==> config.mk <==
export PLATFORM = sky130hd
export DESIGN_NAME = csbus_ctrl
export DESIGN_NICKNAME = d
export VERILOG_FILES = /design/src/rtl/csbus_pkg.sv /design/src/rtl/csbus_route.sv /design/src/rtl/csbus_seq.sv /design/src/rtl/csbus_pads.sv /design/src/rtl/csbus_ctrl.sv
export SDC_FILE = /design/constraint.sdc
export NUM_CORES = 1
export LEC_CHECK = 0
export BUFFER_PORTS_ARGS = -buffer_cell sky130_fd_sc_hd__buf_4
export CAP_MARGIN = 10
export CORE_UTILIZATION = 25
export DETAILED_ROUTE_END_ITERATION = 8
export GPL_ROUTABILITY_DRIVEN = 0
export PLACE_DENSITY = 0.46
export SYNTH_ARGS = -nofsm -noshare
export SYNTH_HDL_FRONTEND = slang
export SYNTH_SLANG_ARGS = --single-unit
==> constraint.sdc <==
create_clock -name clk -period 3.15 [get_ports clk]
set_input_delay 0.315 -clock clk [delete_from_list [all_inputs] [get_ports clk]]
set_output_delay 0.315 -clock clk [all_outputs]
set_load 0.01 [all_outputs]
==> src/rtl/csbus_pkg.sv <==
package csbus_pkg;

    typedef enum logic [2:0] {
        RT_ONCHIP  = 3'd0,
        RT_SYS2    = 3'd1,
        RT_SYS1    = 3'd2,
        RT_CHIPSEL = 3'd3,
        RT_DRAM    = 3'd4,
        RT_UNDEF   = 3'd5
    } route_e;

    typedef enum logic [2:0] {
        PH_IDLE,
        PH_ADDR,
        PH_WAIT,
        PH_DATA,
        PH_HOLD
    } phase_e;

    typedef struct packed {
        logic   valid;
        logic   err;
        route_e route;
    } rsp_stat_t;

    // Fixed-priority target choice from reduced match information
    function automatic route_e pick_route(
        input logic onchip,
        input logic sys2,
        input logic sys1,
        input logic cs_one,
        input logic cs_none,
        input logic dram_one,
        input logic dram_none
    );
        if (onchip)                      return RT_ONCHIP;
        else if (sys2)                   return RT_SYS2;
        else if (sys1)                   return RT_SYS1;
        else if (cs_one && dram_none)    return RT_CHIPSEL;
        else if (dram_one && cs_none)    return RT_DRAM;
        else                             return RT_UNDEF;
    endfunction

    function automatic logic cs_active(input phase_e ph, input logic fell);
        return (ph == PH_ADDR && fell) || ph == PH_WAIT || ph == PH_DATA;
    endfunction

endpackage

==> src/rtl/csbus_route.sv <==
module csbus_route
    import csbus_pkg::*;
#(
    parameter int NCS   = 4,
    parameter int NDRAM = 2,
    parameter int WSW   = 4
) (
    input  logic                 hit_onchip,
    input  logic                 hit_sys2,
    input  logic                 hit_sys1,
    input  logic [NCS-1:0]       cs_hits,
    input  logic [NDRAM-1:0]     dram_hits,
    input  logic [NCS*WSW-1:0]   cs_wait,
    output route_e               route,
    output logic [WSW-1:0]       wait_n
);

    logic [WSW-1:0] masked [NCS];
    int cs_cnt;
    int dram_cnt;

    genvar g;
    generate
        for (g = 0; g < NCS; g++) begin : g_field
            assign masked[g] = cs_hits[g] ? cs_wait[g*WSW +: WSW] : '0;
        end
    endgenerate

    always_comb begin
        wait_n = '0;
        for (int i = 0; i < NCS; i++) begin
            wait_n = wait_n | masked[i];
        end
    end

    always_comb begin
        cs_cnt   = $countones(cs_hits);
        dram_cnt = $countones(dram_hits);
    end

    assign route = pick_route(hit_onchip, hit_sys2, hit_sys1,
                              cs_cnt == 1, cs_cnt == 0,
                              dram_cnt == 1, dram_cnt == 0);

endmodule

==> src/rtl/csbus_seq.sv <==
module csbus_seq
    import csbus_pkg::*;
#(
    parameter int WSW = 4
) (
    input  logic           clk,
    input  logic           rst,
    input  logic           start,
    input  logic [WSW-1:0] wait_n,
    output phase_e         phase
);

    phase_e         phase_q;
    logic [WSW-1:0] cnt_q;

    always_ff @(posedge clk) begin
        if (rst) begin
            phase_q <= PH_IDLE;
            cnt_q   <= '0;
        end else begin
            unique case (phase_q)
                PH_IDLE: begin
                    if (start) begin
                        phase_q <= PH_ADDR;
                        cnt_q   <= wait_n;
                    end
                end
                PH_ADDR, PH_WAIT: begin
                    if (cnt_q == '0) begin
                        phase_q <= PH_DATA;
                    end else begin
                        phase_q <= PH_WAIT;
                        cnt_q   <= cnt_q - 1'b1;
                    end
                end
                PH_DATA: phase_q <= PH_HOLD;
                PH_HOLD: phase_q <= PH_IDLE;
                default: phase_q <= PH_IDLE;
            endcase
        end
    end

    assign phase = phase_q;

endmodule

==> src/rtl/csbus_pads.sv <==
module csbus_pads
    import csbus_pkg::*;
#(
    parameter int NCS = 4,
    parameter int AW  = 16,
    parameter int DW  = 16
) (
    input  logic           clk,
    input  logic           rst,
    input  phase_e         phase,
    input  logic           lat_write,
    input  logic [AW-1:0]  lat_addr,
    input  logic [DW-1:0]  lat_wdata,
    input  logic [NCS-1:0] lat_sel,
    output logic [AW-1:0]  bus_addr,
    output logic [NCS-1:0] bus_cs_n,
    output logic           bus_oe_n,
    output logic [DW-1:0]  bus_wdata,
    output logic           bus_wdata_oe,
    output logic           bus_ta
);

    logic fell_q;
    logic cs_on;

    // Half-clock marker: set at the falling edge inside the address clock
    always_ff @(negedge clk) begin
        if (rst) fell_q <= 1'b0;
        else     fell_q <= (phase == PH_ADDR);
    end

    assign cs_on        = cs_active(phase, fell_q);
    assign bus_cs_n     = ~(lat_sel & {NCS{cs_on}});
    assign bus_oe_n     = ~(cs_on & ~lat_write);
    assign bus_wdata_oe = lat_write &&
                          (phase == PH_WAIT || phase == PH_DATA || phase == PH_HOLD);
    assign bus_wdata    = bus_wdata_oe ? lat_wdata : '0;
    assign bus_addr     = lat_addr;
    assign bus_ta       = (phase == PH_DATA);

endmodule

==> src/rtl/csbus_ctrl.sv <==
module csbus_ctrl
    import csbus_pkg::*;
#(
    parameter int AW    = 16,
    parameter int DW    = 16,
    parameter int NCS   = 4,
    parameter int NDRAM = 2,
    parameter int WSW   = 4
) (
    input  logic               clk,
    input  logic               rst,
    input  logic               req_valid,
    input  logic               req_write,
    input  logic [AW-1:0]      req_addr,
    input  logic [DW-1:0]      req_wdata,
    input  logic               hit_onchip,
    input  logic               hit_sys2,
    input  logic               hit_sys1,
    input  logic [NCS-1:0]     cs_hits,
    input  logic [NDRAM-1:0]   dram_hits,
    input  logic [NCS*WSW-1:0] cs_wait,
    output logic               req_ready,
    output logic               rsp_valid,
    output logic               rsp_err,
    output logic [2:0]         rsp_route,
    output logic [DW-1:0]      rsp_rdata,
    output logic [AW-1:0]      bus_addr,
    output logic [NCS-1:0]     bus_cs_n,
    output logic               bus_oe_n,
    output logic [DW-1:0]      bus_wdata,
    output logic               bus_wdata_oe,
    output logic               bus_ta,
    input  logic [DW-1:0]      bus_rdata
);

    route_e         route;
    logic [WSW-1:0] wait_n;
    phase_e         phase;
    logic           accept;
    logic           start;

    logic           lat_write;
    logic [AW-1:0]  lat_addr;
    logic [DW-1:0]  lat_wdata;
    logic [NCS-1:0] lat_sel;

    rsp_stat_t      stat_q;
    logic [DW-1:0]  rdata_q;

    csbus_route #(.NCS(NCS), .NDRAM(NDRAM), .WSW(WSW)) u_route (
        .hit_onchip (hit_onchip),
        .hit_sys2   (hit_sys2),
        .hit_sys1   (hit_sys1),
        .cs_hits    (cs_hits),
        .dram_hits  (dram_hits),
        .cs_wait    (cs_wait),
        .route      (route),
        .wait_n     (wait_n)
    );

    assign req_ready = (phase == PH_IDLE);
    assign accept    = req_valid && req_ready;
    assign start     = accept && (route == RT_CHIPSEL);

    csbus_seq #(.WSW(WSW)) u_seq (
        .clk    (clk),
        .rst    (rst),
        .start  (start),
        .wait_n (wait_n),
        .phase  (phase)
    );

    // Request capture
    always_ff @(posedge clk) begin
        if (rst) begin
            lat_write <= 1'b0;
            lat_addr  <= '0;
            lat_wdata <= '0;
            lat_sel   <= '0;
        end else if (start) begin
            lat_write <= req_write;
            lat_addr  <= req_addr;
            lat_wdata <= req_wdata;
            lat_sel   <= cs_hits;
        end
    end

    // Response generation
    always_ff @(posedge clk) begin
        if (rst) begin
            stat_q  <= '{valid: 1'b0, err: 1'b0, route: RT_ONCHIP};
            rdata_q <= '0;
        end else if (accept && route != RT_CHIPSEL) begin
            stat_q  <= '{valid: 1'b1, err: (route == RT_UNDEF), route: route};
            rdata_q <= '0;
        end else if (phase == PH_DATA) begin
            stat_q  <= '{valid: 1'b1, err: 1'b0, route: RT_CHIPSEL};
            rdata_q <= lat_write ? '0 : bus_rdata;
        end else begin
            stat_q.valid <= 1'b0;
        end
    end

    assign rsp_valid = stat_q.valid;
    assign rsp_err   = stat_q.err;
    assign rsp_route = stat_q.route;
    assign rsp_rdata = rdata_q;

    csbus_pads #(.NCS(NCS), .AW(AW), .DW(DW)) u_pads (
        .clk          (clk),
        .rst          (rst),
        .phase        (phase),
        .lat_write    (lat_write),
        .lat_addr     (lat_addr),
        .lat_wdata    (lat_wdata),
        .lat_sel      (lat_sel),
        .bus_addr     (bus_addr),
        .bus_cs_n     (bus_cs_n),
        .bus_oe_n     (bus_oe_n),
        .bus_wdata    (bus_wdata),
        .bus_wdata_oe (bus_wdata_oe),
        .bus_ta       (bus_ta)
    );

endmodule

==> flow_metrics.py, run 1 <==
metrics = {
    "clock_tree": {
        "cts_tree": "done",
        "postCtsHoldBufs": 0,
        "htreeDepth": 3,
        "root_buffer": "clkbuf_16",
        "clock_latency_ns": 0.38,
        "postCtsSetupRepairBufs": 0,
        "cts_made_buffers": 9,
        "clock_sinks": 66,
        "clockBufferDepth": 2,
        "path_clk_slew_ns": 0.05,
    },
    "critical_path": {
        "start_kind": "flip-flop",
        "crit_required_ns": 2.83,
        "critPathArrivalTime_ns": 2.82,
        "critPathCaptureType": "output port",
        "r2r_slack_ns": 0.69,
        "critPathLaunch": "u_pads.fell_q$_SDFF_NP0_",
        "crit_type": "reg -> out",
        "r2r_start": "u_seq.phase[0]$_SDFFE_PP0P_",
        "path_max_fanout": 2,
    },
    "timing": {
        "slew_headroom_pct": 28.9,
        "finalSetupViolCount": 0,
        "final_max_slew_viol_count": 0,
        "hold_violations": 0,
        "rsz0062_at_grt": "true",
        "skew_ns": 0.0579,
        "setup_tns_ns": 0,
        "worstMarginPinSlew_ns": 1.06,
    },
    "placed_design": {
        "dpl_cell_area_mm2": 0.00409,
        "portBuffers": 137,
        "dpl.hpwl_um": 6100,
    },
    "yosys": {
        "synthAdderAreaFrac_pct": 3.27,
        "seq_area_frac_synth_pct": 45.4,
        "synth_cell_types": 44,
        "syn_area_mm2": 0.00291,
        "yosysWarningCount": 0,
        "synth.area.mux_share_pct": 0,
        "ys_ff_latch": 66,
        "synth-xor-area-share_pct": 0.602,
        "synthesis.nets": 443,
        "syn_inst": 359,
        "synth_compound_gate_area_share_pct": 17.3,
        "syn-mean-instance-area_um2": 8.10,
        "yosys.area_share.simple_pct": 28.4,
        "synth_top_family_by_area": "simple AND/OR/NAND/NOR gates",
    },
    "floorplan": {
        "die_w_um": 110,
        "initial_core_util_pct": 25.6,
        "io_pins": 138,
        "fp-row-count": 39,
        "die_area_mm2": 0.0121,
        "dieHeight_um": 110,
        "core_mm2": 0.0114,
    },
    "global_routing": {
        "grt_pass1_wl_um": 13600,
        "grt_pass1_vias": 2858,
        "overflow": 0,
        "grt_max_degree": 53,
        "antenna_found_initial": 0,
        "grt_usage_pct": 14.8,
    },
    "detailed_routing": {
        "drtPass1Iterations": 4,
        "wl_per_cell_um": 13.4,
        "drc": 0,
        "drt_iter0_markers": 122,
        "vias": 2902,
        "via_per_inst": 4.56,
        "routed_wl_um": 8550,
        "drt.antenna.violating_nets": 0,
    },
    "hold_path": {
        "hp-start": "req_addr[0]",
        "min_path_type": "in -> reg",
    },
    "cells_and_area": {
        "fillers": 1177,
        "design_area_mm2": 0.00441,
        "antenna_cells": 0,
        "drive_gt1_share_pct": 34.2,
        "mostFrequentLayoutCells": "143 x buf_4, 99 x nand2_1, 65 x dfxtp_1, 61 x a21oi_1, 17 x nand3b_1",
        "nets": 575,
        "final_common_cell": "buf_4",
        "syn_to_final_growth_pct": 51.5,
    },
    "power": {
        "leakagePower_uw": 0.00179,
        "ir_drop_mv": 0.217,
        "p_per_area_mw_per_mm2": 479,
    },
    "run_status": {
        "status": "finished, final reports clean",
    },
    "flow_run": {
        "drv_cap": 0,
    },
}
-- worst max-delay path: stages, from the launching register on --
cell and delay, ns:
dfxtp_2 0.31, a21oi_2 0.07, or3_4 0.35, buf_6 0.13
-- flip-flops by register name (all words and copies together), names as in the netlist --
| signal | flops |
|---|---|
| lat_addr | 16 |
| rsp_route | 3 |
| u_seq.phase | 3 |
| lat_sel | 4 |
| lat_wdata | 16 |
| u_pads.fell_q | 1 |
| rsp_valid | 1 |
| lat_write | 1 |
| rsp_rdata | 16 |
| rsp_err | 1 |
| u_seq.cnt_q | 4 |
-- per-layer routing --
metal  part of all wire, %  GRT usage [%]  routed length (um)  vias up
met1                    42           17.1                3590     1310
met2                    48           24.8                4080       99
li1                      -              -                   -     1483
met4                   1.2           5.14                  99        0
met3                   9.2           5.51                 787       10
met5                     0              0                   0        -
-- kinds of logic (layout without fill, tap and decap cells) --
| logic type | Yosys count | after routing |
|---|---|---|
| adder cells (fa/ha/maj) | 7 | 7 |
| AO/OA/AOI/OAI | 85 | 85 |
| AND/OR/NAND/NOR | 167 | 167 |
| flip-flops | 66 | 66 |
| XOR/XNOR | 2 | 2 |
| buffers and inverters | 32 | 167 |
-- timing repair --
| item | in CTS | in global routing |
|---|---|---|
| pin swaps | 0 | 0 |
| setup endpoints to repair | 5 | 5 |
| gates resized for setup | 4 | 2 |
| gates cloned | 0 | 0 |
-- cells in the mapped netlist --
cell | number | area [um2]
clkinv_1 | 1 | 3.75
nand3_1 | 7 | 35.0
o32ai_1 | 1 | 8.76
nor3_1 | 6 | 30.0
fa_1 | 1 | 20.0
nor2b_1 | 2 | 12.5
a211o_1 | 1 | 8.76
a21o_1 | 1 | 7.51
and3_1 | 1 | 6.26
buf_6 | 2 | 22.5
nor4b_4 | 1 | 23.8
dfxtp_1 | 66 | 1320
o21ai_0 | 1 | 5.00
buf_2 | 6 | 30.0
xor2_1 | 1 | 8.76
o21a_1 | 1 | 7.51
nand4bb_1 | 1 | 11.3
a2bb2oi_1 | 3 | 26.3
buf_1 | 1 | 3.75
nand3b_1 | 17 | 128
clkbuf_1 | 15 | 56.3
a31oi_1 | 1 | 6.26
o22ai_1 | 1 | 6.26
o41ai_2 | 1 | 16.3
nor4bb_1 | 1 | 10.0
inv_1 | 6 | 22.5
o221ai_1 | 1 | 8.76
nor3b_1 | 1 | 7.51
a21oi_1 | 62 | 310
o211ai_1 | 1 | 7.51
nand2b_1 | 3 | 18.8
xnor2_1 | 1 | 8.76
or3_1 | 3 | 18.8
buf_4 | 1 | 7.51
nor4b_1 | 2 | 17.5
or2_1 | 1 | 6.26
nand2_1 | 99 | 372
and2_1 | 16 | 100
a211oi_1 | 1 | 7.51
or4b_2 | 1 | 10.0
ha_1 | 6 | 75.1
a22oi_1 | 8 | 60.1
nor2_1 | 5 | 18.8
o32ai_2 | 1 | 16.3
-- final timing paths --
check,endpoint,cells after the start
setup / recovery,bus_oe_n,3
setup reg to reg,u_pads.fell_q$_SDFF_NP0_,1
hold / removal,lat_addr[0]$_SDFFE_PP0P_,3
hold reg to reg,lat_wdata[15]$_SDFFE_PP0P_,2
-- power breakdown --
part	leakage (uW)	internal, uW	total, uW	switching (uW)
Combinational	0.00110	137	251	113
Sequential	0.000533	849	866	16.9
Clock	0.000153	645	994	349
-- layout make-up --
type	instances	area, um2	share of cell area (%)
Tap cell	143	179	4.06
Inverter	6	22.5	0.511
Sequential cell	66	1320	30.0
Multi-Input combinational cell	261	1460	33.2
Timing Repair Buffer	146	1120	25.5
Clock buffer	11	253	5.73
Clock inverter	4	43.8	0.993
-- through the flow --
step	utilization, %	setup slack [ns]	cells	hold slack, ns	power [uW]
floorplan	-	0.562	359	0.432	1010
global placement	36.0	0.284	623	0.438	1130
detailed placement	36.0	0.233	623	0.442	1130
CTS	38.7	0.00698	637	0.226	2150
global route	38.8	-0.0176	637	0.234	2210
finish	38.8	0.0132	637	0.242	2110
Power figures use the tool's default switching activity.
==> run 2: changes to the inputs <==
--- a/config.mk
+++ b/config.mk
@@ -5,6 +5,7 @@
 export SDC_FILE = /design/constraint.sdc
 export NUM_CORES = 1
 export LEC_CHECK = 0
+export ABC_AREA = 1
 export BUFFER_PORTS_ARGS = -buffer_cell sky130_fd_sc_hd__buf_4
 export CAP_MARGIN = 10
 export CORE_UTILIZATION = 25
==> run 2 against run 1 <==
- via count increased by 0.21%
- clock skew decreased by 0.0012 ns
- register-to-register slack improved by 0.24 ns
- sequential share of layout area increased by 0.25 points
- worst hold slack got worse by 0.0096 ns
- first-iteration DRC count increased by 83%
- design area decreased by 0.91%
- global-route usage decreased by 1.7 points
- core utilization decreased by 0.52 points
- largest cell class is now registers
- critical path depth increased by 1
- worst setup slack improved by 0.067 ns
- cell count increased by 5.5%
==> flow_metrics.py, run 2 <==
metrics = {
    "cells_and_area": {
        "fin_cells": 672,
        "nets": 608,
        "antenna_cells": 0,
        "final_common_cell": "buf_4",
        "fin_util_pct": 38.3,
        "mostFrequentLayoutCells": "140 x buf_4, 66 x dfxtp_1, 63 x a21oi_1, 56 x inv_1, 55 x nand2_1",
        "drive_gt1_share_pct": 31.8,
        "syn_to_final_growth_pct": 48.7,
    },
    "floorplan": {
        "io_pins": 138,
        "die_w_um": 110,
        "core_mm2": 0.0114,
        "die_area_mm2": 0.0122,
        "dieHeight_um": 110,
        "fp-row-count": 39,
        "initial_core_util_pct": 25.7,
    },
    "detailed_routing": {
        "route.met2.wl_um": 3550,
        "m1WireLength_um": 3810,
        "via_per_inst": 4.33,
        "vias": 2908,
        "topRoutingLayerUsed": "met4",
        "wl_met3_um": 571,
        "wl_per_cell_um": 11.9,
        "routed_wl_um": 7990,
        "drtPass1Iterations": 4,
        "drc": 0,
        "drt_iter0_markers": 223,
        "drt.antenna.violating_nets": 0,
    },
    "hold_path": {
        "min_path_type": "in -> reg",
        "worstHoldPathCells": 2,
    },
    "critical_path": {
        "critPathArrivalTime_ns": 2.75,
        "path_max_fanout": 5,
        "worstRegToRegCells": 3,
        "start_kind": "flip-flop",
        "critPathCaptureType": "output port",
        "crit_required_ns": 2.83,
        "crit_type": "reg -> out",
    },
    "timing": {
        "fin_ws_ns": 0.0805,
        "rsz0062_at_grt": "false",
        "holdWs_ns": 0.233,
        "final_max_slew_viol_count": 0,
        "hold_violations": 0,
        "worstMarginPinSlew_ns": 0.651,
        "setup_tns_ns": 0,
        "skew_ns": 0.0567,
        "slew_headroom_pct": 56.5,
        "finalSetupViolCount": 0,
    },
    "yosys": {
        "async_flop_share_pct": 0,
        "synth_top_area_share_pct": 45.0,
        "post-synth-top-count-cell": "dfxtp_1",
        "syn_inst": 391,
        "syn_area_mm2": 0.00294,
        "synthesis.nets": 475,
        "synth-edff-count": 0,
        "synth_cell_types": 25,
        "synth.area.top_cells": "dfxtp_1 45%, a21oi_1 11%, inv_1 7.2%",
        "seq_area_frac_synth_pct": 45.0,
        "syn-mean-instance-area_um2": 7.51,
        "yosys.area.top_type": "dfxtp_1",
        "synth_common_cells": "66 x dfxtp_1, 63 x a21oi_1, 56 x inv_1",
        "ys_ff_latch": 66,
        "yosysWarningCount": 0,
        "synthFlopType": "dfxtp_1",
    },
    "clock_tree": {
        "path_clk_slew_ns": 0.06,
        "clock_latency_ns": 0.37,
        "htreeDepth": 3,
        "clockBufferDepth": 2,
        "clock_sinks": 66,
        "ctsResizeCount": 0,
        "postCtsHoldBufs": 0,
        "cts_made_buffers": 9,
        "cts_tree": "done",
        "postCtsSetupRepairBufs": 0,
        "root_buffer": "clkbuf_16",
    },
    "flow_run": {
        "drv_cap": 0,
    },
    "global_routing": {
        "grt_pass1_wl_um": 12200,
        "grt_usage_pct": 13.1,
        "grt_pass1_vias": 2550,
        "antenna_found_initial": 0,
        "grt_max_degree": 75,
        "overflow": 0,
    },
    "run_status": {
        "status": "finished, final reports clean",
    },
    "power": {
        "p_per_area_mw_per_mm2": 586,
        "ir_drop_mv": 0.259,
        "leakagePower_uw": 0.00190,
    },
    "placed_design": {
        "place_inst": 656,
        "dpl.hpwl_um": 5700,
        "portBuffers": 137,
        "place_worst_setup_slack_ns": 0.480,
    },
}
run 2: cell count changes after synthesis, moves of 15 or more:
cell      change
o21ai_0      +19
nor2_1       +30
inv_1        +50
nand2_1      -44
o21ai_1      +23
and2_1       -16
nand3b_1     -15
nand3_1      +20
run 2: path summary, 6_finish.rpt:
path                          startpoint                   endpoint  slack (ns)
max             u_pads.fell_q$_SDFF_NP0_                bus_cs_n[1]        0.08
min                                  rst  rsp_route[2]$_SDFFE_PP0P_        0.23
max reg2reg  u_seq.phase[2]$_SDFFE_PP0P_   u_pads.fell_q$_SDFF_NP0_        0.93
min reg2reg     lat_addr[6]$_SDFFE_PP0P_   lat_addr[6]$_SDFFE_PP0P_        0.44
run 2: logic make-up (layout without fill, tap and decap cells):
logic type	after synthesis	in the layout	share of synthesized area [%]
AND/OR/NAND/NOR	132	132	20.1
AO/OA/AOI/OAI	109	109	19.1
buffers and inverters	76	214	12.3
flip-flops	66	66	45.0
adder cells (fa/ha/maj)	7	7	3.24
XOR/XNOR	1	1	0.298
run 2: per-layer routing:
| layer | track usage [%] | vias to the layer above |
|---|---|---|
| met4 | 3.95 | 0 |
| met1 | 17.0 | 1283 |
| li1 | - | 1533 |
| met2 | 20.7 | 85 |
| met5 | 0 | - |
| met3 | 4.06 | 7 |
run 2: cell type report:
| type | count | area (um2) |
|---|---|---|
| Sequential cell | 66 | 1320 |
| Multi-Input combinational cell | 249 | 1250 |
| Fill cell | 1234 | 7050 |
| Clock inverter | 8 | 106 |
| Timing Repair Buffer | 141 | 1070 |
| Inverter | 56 | 210 |
| Tap cell | 143 | 179 |
| Clock buffer | 9 | 225 |
run 2: where the power goes:
part	internal [uW]	leakage, uW	switching [uW]
Combinational	232	0.00120	310
Sequential	892	0.000534	34.8
Clock	702	0.000167	390
Total	1830	0.00190	735
run 2: worst max-delay path, cell delays in order, from the launching register on:
cell and delay [ns]:
dfxtp_1 0.30, nand3_1 0.07, nand2_1 0.17, nand2_1 0.11, buf_4 0.16
run 2: per-stage QoR:
step | power [uW] | instance area (um2)
CTS | 2610 | 4370
global placement | 1500 | 4040
global route | 2730 | 4370
detailed placement | 1500 | 4040
finish | 2560 | 4370
floorplan | 1310 | 2940
